File: src/rtl/cla_pkg.sv
package cla_pkg;
  // Per-bit terms formed once and shared by the group lookahead logic.
  typedef struct packed {
    logic gen;   // both operand bits set
    logic prop;  // at least one operand bit set
    logic half;  // operand bits differ
  } bitTerm_t;
endpackage

File: src/rtl/cla_pg_stage.sv
module cla_pg_stage #(
  parameter int WIDTH = 16
) (
  input  logic [WIDTH-1:0]                   opA,
  input  logic [WIDTH-1:0]                   opB,
  output cla_pkg::bitTerm_t [WIDTH-1:0]      terms
);
  for (genvar i = 0; i < WIDTH; i++) begin : g_bit
    assign terms[i].gen  = opA[i] & opB[i];
    assign terms[i].prop = opA[i] | opB[i];
    assign terms[i].half = opA[i] ^ opB[i];
  end
endmodule

File: src/rtl/cla_group.sv
module cla_group #(
  parameter int GROUP_W = 4
) (
  input  cla_pkg::bitTerm_t [GROUP_W-1:0] terms,
  input  logic                            groupCin,
  output logic [GROUP_W-1:0]              carryVec,
  output logic [GROUP_W-1:0]              sumBits
);
  // Flattened lookahead: every carry is one OR of AND terms.
  always_comb begin
    for (int k = 0; k < GROUP_W; k++) begin
      logic orTerm;
      logic andTerm;
      andTerm = groupCin;
      for (int i = 0; i <= k; i++) andTerm = andTerm & terms[i].prop;
      orTerm = andTerm;
      for (int j = 0; j <= k; j++) begin
        andTerm = terms[j].gen;
        for (int i = j + 1; i <= k; i++) andTerm = andTerm & terms[i].prop;
        orTerm = orTerm | andTerm;
      end
      carryVec[k] = orTerm;
    end
  end

  for (genvar i = 0; i < GROUP_W; i++) begin : g_sum
    if (i == 0) begin : g_first
      assign sumBits[i] = terms[i].half ^ groupCin;
    end else begin : g_rest
      assign sumBits[i] = terms[i].half ^ carryVec[i-1];
    end
  end

  // the flattened carries must agree with the bit-serial recurrence.
  always_comb begin
    logic rip;
    rip = groupCin;
    for (int k = 0; k < GROUP_W; k++) begin
      rip = terms[k].gen | (terms[k].prop & rip);
      a_r4_carry_matches_ripple: assert (carryVec[k] == rip)
        else $error("R4 lookahead carry %0d differs from ripple", k);
    end
  end

  // the group result equals xor + 2*and + carry-in of its own slice.
  always_comb begin
    logic [GROUP_W-1:0] xorPart;
    logic [GROUP_W-1:0] andPart;
    for (int i = 0; i < GROUP_W; i++) begin
      xorPart[i] = terms[i].half;
      andPart[i] = terms[i].gen;
    end
    a_r6_group_total: assert ({carryVec[GROUP_W-1], sumBits} ==
        ({1'b0, xorPart} + {andPart, 1'b0} + {{GROUP_W{1'b0}}, groupCin}))
      else $error("R6 group total mismatch");
  end
endmodule

File: src/rtl/grouped_cla_adder.sv
module grouped_cla_adder #(
  parameter int GROUP_W     = 4,
  parameter int GROUP_COUNT = 4
) (
  input  logic [GROUP_W*GROUP_COUNT-1:0] opA,
  input  logic [GROUP_W*GROUP_COUNT-1:0] opB,
  input  logic                           carryIn,
  output logic [GROUP_W*GROUP_COUNT-1:0] sum,
  output logic                           carryOut,
  output logic                           overflow
);
  localparam int WIDTH = GROUP_W * GROUP_COUNT;

  cla_pkg::bitTerm_t [WIDTH-1:0] terms;
  logic [WIDTH-1:0]              carryVec;
  logic [GROUP_COUNT:0]          groupCarry;

  cla_pg_stage #(.WIDTH(WIDTH)) pgStage (
    .opA   (opA),
    .opB   (opB),
    .terms (terms)
  );

  assign groupCarry[0] = carryIn;

  for (genvar g = 0; g < GROUP_COUNT; g++) begin : g_grp
    cla_group #(.GROUP_W(GROUP_W)) grp (
      .terms    (terms[g*GROUP_W +: GROUP_W]),
      .groupCin (groupCarry[g]),
      .carryVec (carryVec[g*GROUP_W +: GROUP_W]),
      .sumBits  (sum[g*GROUP_W +: GROUP_W])
    );
    // Only the top carry of a group leaves it.
    assign groupCarry[g+1] = carryVec[g*GROUP_W + GROUP_W - 1];
  end

  assign carryOut = groupCarry[GROUP_COUNT];
  assign overflow = carryVec[WIDTH-1] ^ carryVec[WIDTH-2];

  // port-level total against a plain addition.
  always_comb begin
    a_r2_total_matches: assert ({carryOut, sum} ==
        ({1'b0, opA} + {1'b0, opB} + {{WIDTH{1'b0}}, carryIn}))
      else $error("R1/R2 total mismatch");
  end

  // overflow tied to operand and result signs.
  always_comb begin
    a_r3_overflow_signs: assert (overflow ==
        ((opA[WIDTH-1] == opB[WIDTH-1]) && (sum[WIDTH-1] != opA[WIDTH-1])))
      else $error("R3 overflow flag mismatch");
  end
endmodule

File: config.mk
export PLATFORM = sky130hd
export DESIGN_NAME = grouped_cla_adder
export DESIGN_NICKNAME = d
export VERILOG_FILES = /design/src/rtl/cla_pkg.sv /design/src/rtl/cla_pg_stage.sv /design/src/rtl/cla_group.sv /design/src/rtl/grouped_cla_adder.sv
export SDC_FILE = /design/constraint.sdc
export NUM_CORES = 1
export LEC_CHECK = 0
export ABC_AREA = 1
export BUFFER_PORTS_ARGS = -buffer_cell sky130_fd_sc_hd__buf_2
export CAP_MARGIN = 10
export CELL_PAD_IN_SITES_DETAIL_PLACEMENT = 0
export CELL_PAD_IN_SITES_GLOBAL_PLACEMENT = 1
export CORE_MARGIN = 8
export CORE_UTILIZATION = 36
export DETAILED_ROUTE_END_ITERATION = 10
export GPL_ROUTABILITY_DRIVEN = 1
export PLACE_DENSITY = 0.95
export SYNTH_ARGS = -nofsm -noshare
export SYNTH_HDL_FRONTEND = slang
export SYNTH_SLANG_ARGS = --single-unit
File: constraint.sdc
create_clock -name vclk -period 6.26
set_input_delay 1.252 -clock vclk [all_inputs]
set_output_delay 1.252 -clock vclk [all_outputs]
set_load 0.05 [all_outputs]
* Yosys cells after proc, flatten, opt, wreduce, memory -nomap -nowiden *
Index checks and enable logic that the tools add are counted.

operators by class
  bitwise logic cells = 145

operator list
  cell         number
  $and 1x1->1  56
  $or 1x1->1   56
  $xor 1x1->1  33

storage, ports and cells
  flip-flop bits (word level) = 0
  logic and storage cells = 145
  input bits = 33

* Longest topological paths before layout *
Gate-level depths: netlist of the first run.

  word-level depth = 34
  depth in mapped cells = 25
  gate-level depth less buffers = 25

* Hierarchy *
Synthesis of the first run repeated with hierarchy kept, for this count alone.

unflattened totals
  cells, all modules = 169
  area, all modules = 1054.8 µm²

by module, submodules not included
  module             seq. area each (µm²)  cells an instance  area an instance (µm²)  times used
  cla_pg_stage       0.0                   80                 580.6                   1
  cla_group          0.0                   21                 113.9                   4
  grouped_cla_adder  0.0                   5                  18.8                    1

* Worst setup path before layout of the first run *
No wires, ideal clock.

  kind = input -> output
  start point = in opA[1]
  end point = out sum[13]
  buffers on the path = 0
  setup slack = 1.372 ns
  required time = 5.008 ns
  stages on the path = 21
  arrival time = 3.636 ns
  cells stage by stage = inv_1 ha_1 inv_1 nand3_1 nand4_2 nand2_2 nand2_2 nand2_2 nand2_2 nand2_2 nand2_2 nand2_2 nand2_2 nand2_2 nand2_2 nand2_2 nand2_2 nand2_2 nand2_4 fa_1 xor2_1

between the ends
  longest elaborated chain between the ends = 27
  elaborated cells between the ends (all ways) = 33
  those cells by class = 33 x bitwise

RTL lines
  item                                         RTL line                          RTL
  from (decl)                                  grouped_cla_adder.sv:5            input logic [GROUP_W*GROUP_COUNT-1:0] opA,
  $or 1x1->1                                   cla_pg_stage.sv:10                assign terms[i].prop = opA[i] | opB[i];
  $and 1x1->1 (on tied branches) (3 in a row)  cla_group.sv:15, cla_group.sv:19
  $or 1x1->1                                   cla_group.sv:20                   orTerm = orTerm | andTerm;
  $or 1x1->1 * (3 in a row)                    cla_group.sv:20
  $and 1x1->1 * (4 in a row)                   cla_group.sv:15                   for (int i = 0; i <= k; i++) andTerm = andTerm & terms[i].prop;
  $or 1x1->1 * (4 in a row)                    cla_group.sv:20
  $and 1x1->1 * (4 in a row)                   cla_group.sv:15
  $or 1x1->1 * (4 in a row)                    cla_group.sv:20
  $and 1x1->1 *                                cla_group.sv:15
  $or 1x1->1 *                                 -
  $xor 1x1->1 *                                cla_group.sv:30                   assign sumBits[i] = terms[i].half ^ carryVec[i-1];
  to (decl)                                    grouped_cla_adder.sv:8            output logic [GROUP_W*GROUP_COUNT-1:0] sum,

Every way passes the cells marked *; elsewhere a longest branch is shown, timed or not.

* Worst setup path in the final report of the first run *
  start point = in opA[0]
  end point = out sum[13]

between the ends
  longest elaborated chain between the ends = 28
  elaborated cells between the ends (all ways) = 32
  those cells by class = 32 x bitwise

RTL lines
  item                        RTL line
  $or 1x1->1                  cla_pg_stage.sv:10
  $and 1x1->1 (4 in a row)    cla_group.sv:15
  $or 1x1->1 * (4 in a row)   cla_group.sv:20
  $and 1x1->1 * (4 in a row)  cla_group.sv:15
  $or 1x1->1 * (4 in a row)   cla_group.sv:20
  $and 1x1->1 * (4 in a row)  cla_group.sv:15
  $or 1x1->1 * (4 in a row)   cla_group.sv:20
  $and 1x1->1 *               cla_group.sv:15
  $or 1x1->1 *                -
  $xor 1x1->1 *               cla_group.sv:30

Marks and branches as above.

==> results, run 1 <==
- The flow ran to the end, and the final reports show no timing, DRC or antenna violations.
- The final critical-path share of the clock period is 0.760.
- Counting buffers and inverters, the worst setup path is 23 cells deep.
- The hold buffer count at CTS is 0.
- In this run the worst path has a maximum fanout of 3.
- The synthesized netlist occupies a cell area of 1060 um2.
- The startpoint of the most critical hold path is carryIn.
- The required time of the worst setup path is 5.01 ns.
- The Yosys step of the flow raised 0 warnings.
- The signal on the critical path passes through buf_2, inv_1, ha_1, nor2_4, nand3_1, nand4_2, nand2_2, nand2_2, nand2_2, nand2_2, nand2_2, nand2_2, nand2_2, nand2_2, nand2_2, nand2_2, nand2_2, nand2_2, nand2_2, nand2_4, fa_1, xor2_1, buf_2.
- The number of failing setup endpoints in the final timing report is 0.
- The portion of synthesized cell area occupied by the leading cell type is 0.379.
- From bottom edge to top edge, the die measures 70.2 um.
- Leaving out fill and tap cells, the most frequent cells in the layout are 53 x inv_1, 51 x buf_2, 32 x ha_1, 14 x nand2_2.
- The switching power share of the total is 0.727.
- The peak supply drop is 0.000114 V.
- The highest clock rate is 210 MHz.
- The combinational group share of total power is 1.000.
- The startpoint kind of the worst setup timing path is a primary input.
- Measured on the finished design, the core utilization comes to 0.485.
- The clock buffers instantiated in the layout total 0.
- The final-layout setup total negative slack is 0 ns.
- For this run, the register share of the synthesized area comes to 0.
- The wire length of the first global-routing pass is 3660 um.
- Fill cells in the final layout number 305.
- Detailed placement finished with a half-perimeter wire length of 1920 um.
- The first routing iteration left 17 violations.
- The leading cell type in the layout, fill and taps excluded is inv_1.
- The area taken by multi-input logic gates is 842 um2.
- The time the final worst path needs with I/O delays and setup is 4.76 ns.
- The switching component of the power is 135 uW.
- The footprint of the flip-flops and latches is 0 um2.
- The cell that appears most often on the critical path is nand2_2.
- The share of total power dissipated in sequential elements is 0.
- The internal power of the cells totals 50.9 uW.
- The critical path's slowest cell is fa_1.
- The horizontal extent of the die is 70.2 um.
- The count of final hold-check violations was 0.
- After detailed routing, the average wire length per cell comes to 8.40 um.
- Across all layers, the routed design uses 938 vias.
- Once the clock tree was built, the resizer swapped 0 gates to a different size.
- In the global route stage, overall resource usage came out at 0.0802.
- Across all hold checks on the routed design, the worst slack comes to 3.01 ns.
- Once detail routing completed, the nets flagged for antenna violations numbered 0.
- Counting every net in the synthesized netlist gives 216.
- The instance count of the mapped netlist is 147.
- The start-to-end type of the worst setup path is primary input to primary output.
- Setup repair after global routing left no endpoint under its margin.
- The via density per instance is 4.10.
- The instance count along the most critical hold path is 3.
- The final layout contains 269 nets.
- The fraction of final layout cells with drive strength greater than 1 is 0.389.
- The buffer and inverter count on the worst path is 3.
- The top-level port count is 51.
- The residual overflow from global routing is 0.
- The congestion estimate from routability-driven global placement came to 0.782.
- The die covers 4920 um2.
- The initial utilization of the core area, before any placement, comes to 0.380.
- The launching instance or port of the critical path is opA[0].
- The critical path endpoint category is a primary output.
- The total iterations of the first detailed-routing run is 2.
- In this run the tightest slew margin relative to its limit is 0.827.
- Post-CTS timing repair inserted 0 buffers for setup.
- Of the total power, the clock network draws 0.
- The initialized floorplan defines 19 standard-cell rows.
- The max-cap check violation count is 0.
- The remaining routing DRC violations is 0.
- The total power after layout is 186 uW.
- The number of antenna violations at the first check in global routing was 0.
- From synthesis to final layout, the design area changed by 27.8%.
- The pin count of the biggest net entering global routing is 5.
- At the pin with the least slew margin, the transition time is 0.261 ns.
- The netlist uses 17 different library cells.
- The path category of the worst min-delay check is primary input to primary output.
- The number of diodes added for antenna fixing is 0.
- The region available for standard cell placement spans 2780 um2.
- During placement, the flow inserted port buffers numbering 51.
- The critical path's top delay family is simple AND/OR/NAND/NOR gates.
- The synthesized area divided by synthesized cell count is 7.18 um2.
- The number of max-slew violations in the final report is 0.
- The signal arrival time at the worst endpoint is 3.51 ns.
- For this block, the routed nets add up to 1920 um of wire.
- Power spread over the standard cell area amounts to 138 nW/um2.
- The leakage component of the power is 0.898 nW.
- There are 0 flip-flops and latches.
- The synthesized design spends more area on one cell type than any other, namely ha_1.
- The biggest cell delay along the critical path is 0.38 ns.
- By area the synthesized netlist is led by ha_1 38%, inv_1 19%, nand2_2 8.3%, xor2_1 8.3%, fa_1 7.6%.
- The via count of the first global-routing pass is 934.
layout make-up:
| class | instances | share of cell area |
|---|---|---|
| Multi-Input combinational cell | 90 | 0.624 |
| Tap cell | 31 | 0.0287 |
| Timing Repair Buffer | 51 | 0.189 |
| Inverter | 57 | 0.158 |
cells by family (layout without fill, tap and decap cells):
group | after synthesis | count (layout) | share of synthesized area
AOI/OAI and AO/OA | 2 | 2 | 0.0166
and+or+nand+nor | 41 | 41 | 0.235
adders and majority gates | 36 | 36 | 0.455
buffers and inverters | 57 | 108 | 0.203
xor gates and xnor gates | 11 | 11 | 0.0912
cells in the mapped netlist:
cell and instances:
nand3_1 4, nand2_4 1, ha_1 32, nand2_1 10
nor2_1 5, fa_1 4, xor2_1 10, nand4_2 2
xnor2_1 1, clkinv_1 1, inv_1 53, nand4_1 1
nor2_4 1, a21oi_2 2, nand2_2 14, nand3_2 3
inv_2 3
power by group through the flow:
stage	sequential [mW]	combinational, mW	clock (mW)
6_report	0	0.186	0
5_1_grt	0	0.204	0
4_1_cts	0	0.190	0
3_5_place_dp	0	0.189	0
3_3_place_gp	0	0.188	0
2_1_floorplan	0	0.147	0
final timing paths:
path | end | slack [ns]
worst min-delay path | sum[0] | 3.01
worst max-delay path | sum[13] | 1.50
routing by layer:
| layer | part of all wire | wire [um] | track usage |
|---|---|---|---|
| met1 | 0.40 | 768 | 0.0866 |
| met3 | 0.10 | 198 | 0.0311 |
| met4 | 0 | 0 | 0 |
| met2 | 0.50 | 956 | 0.151 |
| met5 | 0 | 0 | 0 |
through the flow:
stage          setup WS (ns)  std cells  cell area [um2]
6_report                1.50        229             1350
5_1_grt                 1.28        229             1350
4_1_cts                 1.45        229             1350
3_5_place_dp            1.47        229             1350
3_3_place_gp            1.54        229             1350
2_1_floorplan           1.37        147             1060
Note: power is estimated with default switching activity, not from simulation.
==> run 2, diff against run 1 <==
- ABC_AREA: 1 -> 0
- CORE_UTILIZATION: 36 -> 34
- clock period: 6.26 -> 4.4 ns (I/O delays scaled with it)
==> results, run 2 <==
- The total number of vias is 996 (+6.2%).
- The leading cell type in the layout, fill and taps excluded is buf_2.
- The highest layer touched by signal routing is met3.
- The horizontal extent of the die is 71.8 um (+2.3%).
- The run finished with clean final reports.
- The core area is 3000 um2 (+8.0%).
- The switching power share of the total is 0.711 (-0.0154).
- The footprint of the flip-flops and latches is 0 um2 (unchanged).
- The top-level port count is 51 (unchanged).
- The start-to-end type of the worst setup path is primary input to primary output.
- The portion of synthesized cell area occupied by the leading cell type was 0.379 (-0.000449).
- The iteration-0 DRC count of the detailed router is 13 (-4).
- The total die area is 5150 um2 (+4.6%).
- Relative to the synthesized area, the layout overhead comes to 29.5%.
- The final-stage net count is 262 (-2.6%).
- The distinct cell type count after synthesis is 27 (+10).
- The HPWL reported at the end of detailed placement is 2230 um (+16%).
- The wire length of the first global-routing pass came to 3920 um (+7.2%).
- The cell repeated most along the worst path is buf_2.
- The wire length on met1 came to 929 um (+21%).
- The sequential cell area fraction in the yosys report came to 0 (unchanged).
- The required time of the worst setup path is 3.52 ns (-1.49 ns).
- The number of sequential storage elements is 0 (unchanged).
- The power per unit of standard cell area is 206 nW/um2 (+49%).
- The peak supply drop is 0.000101 V (-12%).
- The internal power was 81.4 uW (+60%).
- The die boundary height is 71.8 um (+2.3%).
- The hold-critical path endpoint is sum[0].
- The startpoint kind of the worst setup timing path is a primary input.
- The buffer and inverter count on the worst path is 2 (-1).
- The slew at the pin closest to its max-slew limit is 0.646 ns (+0.386 ns).
- On the critical path, the stage with the largest delay is an instance of a2111oi_4.
- The switching component of the power is 200 uW (+48%).
- The number of failing setup endpoints in the final timing report is 0 (unchanged).
- The fraction of final layout cells with drive strength greater than 1 came to 0.304 (-0.0852).
- The relative slew slack is 0.565 (-0.262).
- The worst-path maximum fanout was 5 (+2).
- Counting instances in the post-synthesis netlist gives the leading cell types as 40 x inv_1, 32 x ha_1, 11 x nor2_1, 8 x a21oi_1, 8 x xor2_1.
- The residual overflow from global routing is 0 (unchanged).
- The path category of the worst min-delay check is primary input to primary output.
- The post-cts gate resize count was 0 (unchanged).
- The critical path endpoint category is a primary output.
- The count of final hold-check violations is 0 (unchanged).
- The leakage component of the power was 0.824 nW (-8.2%).
- The aggregate global-route resource usage is 0.0868 (+0.00661).
- The synthesized area divided by synthesized cell count is 7.66 um2 (+6.6%).
- The pin count of the biggest net entering global routing is 6 (+1).
- The count of antenna-violating nets left after detailed routing is 0 (unchanged).
- The combinational group share of total power is 1.000 (about the same).
- Yosys instantiated no cell more often than inv_1.
- The time the final worst path needs with I/O delays and setup is 4.04 ns.
- The number of buffers inserted by post-CTS setup repair came to 0 (unchanged).
- The wire length reported by the detailed router came to 2300 um (+19%).
- The register share of total power came to 0 (unchanged).
- The instance count along the most critical hold path is 3 (unchanged).
- The number of gates on the worst path with buffers counted is 10 (-57%).
- The remaining routing DRC violations came to 0 (unchanged).
- The max-cap check violation count was 0 (unchanged).
- The library cells used most frequently in the layout, excluding fill and tap cells, are 51 x buf_2, 40 x inv_1, 32 x ha_1, 11 x nor2_1.
- The starting density of the core is 0.352 (-0.0276).
- The post-synthesis instance area is 1060 um2 (+0.12%).
- The via density per instance came to 4.45 (+8.6%).
- The number of antenna violations at the first check in global routing was 0 (unchanged).
- The final routed wire length divided by cell count was 10.2 um (+22%).
- The total iterations of the first detailed-routing run is 3 (+1).
- The clock power share came to 0 (unchanged).
- The weighted congestion reported at the end of routability-driven placement is 0.740 (-5.3%).
- The count of clock-net buffers in the final layout was 0 (unchanged).
- The final-layout setup total negative slack is 0 ns (unchanged).
- The final-layout worst hold slack is 2.26 ns (-0.746 ns).
- The startpoint identified for the worst hold timing path is carryIn.
- The number of warnings issued by yosys is 0 (unchanged).
- The largest area contributor in the synthesized netlist is ha_1.
- Setup repair after global routing left no endpoint under its margin.
- The instance count of the mapped netlist was 138 (-6.1%).
- The count of buffers from port buffering is 51 (unchanged).
- The critical path's top delay family is compound AO/OA/AOI/OAI gates.
- The total power after layout was 282 uW (+51%).
- The hold buffer count at CTS is 0 (unchanged).
- The number of max-slew violations in the final report is 0 (unchanged).
- The signal on the critical path passes through buf_2, ha_1, nor2b_1, nor3_1, a31oi_2, a2111oi_4, nor2_1, fa_1, xor2_1, buf_2.
- Ranked by total cell area, the synthesized netlist is headed by ha_1 38%, inv_1 14%, fa_1 7.6%, xor2_1 6.6%, nor2_1 3.9%.
- The net count of the mapped netlist is 207 (-4.2%).
- The signal arrival time at the worst endpoint is 3.16 ns (-0.35 ns).
- The met2 routed wirelength came to 1160 um (+21%).
- The standard-cell row count came to 20 (+1).
- The wire length on met3 is 207 um (+4.5%).
- The number of diodes added for antenna fixing is 0 (unchanged).
- The biggest cell delay along the critical path is 0.48 ns (+0.10 ns).
- The highest clock rate is 248 MHz.
- In the finished design, the share of the clock period the worst path needs comes to 0.918.
- The via count of the first global-routing pass is 1029 (+10%).
## run 2: cell count changes in the layout (fill, tap and decap cells not counted), moves of 3 or more
cell / delta
nand2_1: -8
a21oi_1: +8
nand3_2: -3
nand2_2: -14
xnor2_1: +3
nor3_1: +3
nand3_1: -4
nor2_1: +6
inv_1: -13
inv_2: -3
o21ai_0: +3
## run 2: area by class of cell
class / count / area, um2
fill: 316 / 1630
inverter: 40 / 150
multi-input combinational: 98 / 907
tap: 33 / 41.3
timing repair buffer: 53 / 270
## run 2: per-layer routing
| layer | vias up | GRT usage |
|---|---|---|
| li1 | 537 | - |
| met4 | 0 | 0 |
| met5 | - | 0 |
| met2 | 25 | 0.175 |
| met1 | 434 | 0.0878 |
| met3 | 0 | 0.0279 |
## run 2: how the worst max path moves through the flow
stage / slack, ns / start / to
floorplan: 0.23 / opA[1] / sum[13]
global placement: 0.39 / opA[0] / sum[13]
detailed placement: 0.34 / opA[4] / sum[13]
CTS: 0.34 / opA[4] / sum[13]
global route: 0.18 / opA[4] / sum[13]
finish: 0.36 / opA[4] / sum[13]
## run 2: power groups by stage
stage               Combinational, mW  Clock, mW  Sequential [mW]
finish                          0.282          0                0
floorplan                       0.218          0                0
detailed placement              0.285          0                0
CTS                             0.286          0                0
global placement                0.282          0                0
global route                    0.305          0                0
## run 2: kinds of logic after synthesis
family / share of synthesized area
compound gates: 0.168
xor+xnor: 0.0994
fa+ha+maj: 0.454
simple gates: 0.136
buf+inv: 0.142
## run 2: metrics by stage
stage | util | cells | setup WS (ns) | area (um2)
final | 0.456 | 224 | 0.361 | 1370
after global routing | 0.456 | 224 | 0.182 | 1370
after CTS | 0.456 | 224 | 0.337 | 1370
after detailed placement | 0.456 | 224 | 0.336 | 1370
after global placement | 0.456 | 224 | 0.388 | 1370
after floorplan | - | 138 | 0.231 | 1060
==> run 3, diff against run 2 <==
--- a/config.mk
+++ b/config.mk
@@ -16,2 +16,3 @@
 export GPL_ROUTABILITY_DRIVEN = 1
+export MAX_ROUTING_LAYER = met4
 export PLACE_DENSITY = 0.95
==> constraint.sdc (replaced) <==
create_clock -name vclk -period 4.4
set_input_delay 0 -clock vclk [all_inputs]
set_output_delay 0 -clock vclk [all_outputs]
set_load 0.05 [all_outputs]
==> results, run 3 (synthesis gave the netlist of run 2 again) <==
- The flow ran to the end, and the final reports show no timing, DRC or antenna violations.
- The pin count of the biggest net entering global routing is 6 (unchanged).
- The start-to-end type of the worst setup path is primary input to primary output.
- The power per unit of standard cell area was 206 nW/um2 (about the same).
- The fraction of final layout cells with drive strength greater than 1 is 0.296 (-0.00737).
- The slew at the pin closest to its max-slew limit is 0.719 ns (+0.0721 ns).
- The relative slew slack is 0.517 (-0.0488).
- The leakage component of the power was 0.814 nW (-1.2%).
- The signal on the critical path passes through buf_2, ha_1, nor2b_1, nor3_1, a31oi_2, a2111oi_4, nor2_1, fa_1, xor2_1, buf_2.
- The total die area was 5150 um2 (unchanged).
- The worst-path maximum fanout is 5 (unchanged).
- The number of sequential storage elements is 0 (unchanged).
- The via count of the first global-routing pass is 1015 (-1.4%).
- The final routed wire length divided by cell count is 10.2 um (-0.64%).
- The worst setup path is launched from a primary input.
- The die boundary height is 71.8 um (unchanged).
- The cell repeated most along the worst path is buf_2.
- The starting density of the core is 0.352 (unchanged).
- The signal arrival time at the worst endpoint is 2.29 ns (-0.87 ns).
- The worst setup path is captured at a primary output.
- The final critical-path share of the clock period is 0.521 (-0.397).
- The iteration-0 DRC count of the detailed router is 18 (+5).
- Leaving out fill and tap cells, the most frequent cells in the layout are 51 x buf_2, 40 x inv_1, 32 x ha_1, 11 x nor2_1.
- The final design area excluding fillers is 1350 um2 (-1.1%).
- The total iterations of the first detailed-routing run is 2 (-1).
- The hold buffer count at CTS is 0 (unchanged).
- The final-stage net count came to 260 (-0.76%).
- The peak supply drop was 0.0000948 V (-6.4%).
- The count of clock-net buffers in the final layout is 0 (unchanged).
- The slowest stage of the critical path belongs to the cell a2111oi_4.
- The highest clock rate is 436 MHz (+76%).
- The number of failing setup endpoints in the final timing report is 0 (unchanged).
- The wire length reported by the detailed router is 2260 um (-1.5%).
- The biggest cell delay along the critical path came to 0.49 ns (about the same).
- The number of diodes added for antenna fixing is 0 (unchanged).
- The path category of the worst min-delay check is primary input to primary output.
- The count of final hold-check violations is 0 (unchanged).
- The via density per instance is 4.46 (+0.39%).
- The wire length of the first global-routing pass was 4020 um (+2.4%).
- The number of max-slew violations in the final report is 0 (unchanged).
- The worst slack after detailed placement came to 2.07 ns (+1.73 ns).
- Compared with the post-synthesis result, the final layout area differs by 28.0%.
- The horizontal extent of the die is 71.8 um (unchanged).
- The residual overflow from global routing is 0 (unchanged).
- The required time of the worst setup path is 4.40 ns (+0.88 ns).
- The count of buffers from port buffering is 51 (unchanged).
- The post-cts gate resize count is 0 (unchanged).
- The leading cell type in the layout, fill and taps excluded is buf_2.
- The count of antenna-violating nets left after detailed routing is 0 (unchanged).
- Setup repair after global routing left no endpoint under its margin.
- The number of buffers inserted by post-CTS setup repair is 0 (unchanged).
- The time the final worst path needs with I/O delays and setup was 2.29 ns (-1.75 ns).
- The aggregate global-route resource usage is 0.0909 (+0.00406).
- The remaining routing DRC violations is 0 (unchanged).
- The minimum setup slack in the final design is 2.11 ns (+1.75 ns).
- The final-layout setup total negative slack is 0 ns (unchanged).
- The max-cap check violation count is 0 (unchanged).
- The weighted congestion reported at the end of routability-driven placement is 0.774 (+4.5%).
- The core area came to 3000 um2 (unchanged).
- The total number of vias is 991 (-0.50%).
- The top-level port count was 51 (unchanged).
- The instance area at placement is 1350 um2 (-1.1%).
- The number of antenna violations at the first check in global routing is 0 (unchanged).
- The HPWL reported at the end of detailed placement is 2200 um (-1.3%).
- The footprint of the flip-flops and latches is 0 um2 (unchanged).
- The standard-cell row count is 20 (unchanged).
==> run 3: report_power, final <==
part           internal [mW]  total (mW)  switching, mW
registers                  0           0              0
logic                 0.0788       0.279          0.200
clock network              0           0              0
total                 0.0788       0.279          0.200
==> run 3: worst max-delay path: cells and delay by family <==
family | cells | cell delay (ns)
AO/OA/AOI/OAI | 2 | 0.69
XOR/XNOR | 1 | 0.15
AND/OR/NAND/NOR | 3 | 0.47
adder cells (fa/ha/maj) | 2 | 0.59
buffers and inverters | 2 | 0.40
==> run 3: path summary, 6_finish.rpt <==
check | cells after the start | endpoint | slack (ns) | startpoint
setup / recovery | 10 | sum[13] | 2.11 | opA[4]
hold / removal | 3 | sum[0] | 0.50 | carryIn
==> run 3: cell type report <==
class	instances	area (um2)
Tap cell	33	41.3
Inverter	40	150
Multi-Input combinational cell	98	907
Fill cell	336	1650
Timing Repair Buffer	51	255
==> run 3: per-layer routing <==
layer  GRT usage  part of all wire
met1       0.110              0.45
met3      0.0181             0.066
met5           -                 0
met4           0                 0
met2       0.160              0.48
==> run 3: per-stage QoR <==
step	cells	power, mW	hold WS, ns	util
final	222	0.279	0.504	0.451
after global routing	222	0.303	0.525	0.451
after CTS	222	0.283	0.506	0.451
after detailed placement	222	0.282	0.502	0.451
after global placement	222	0.279	0.503	0.451
after floorplan	138	0.218	0.435	-
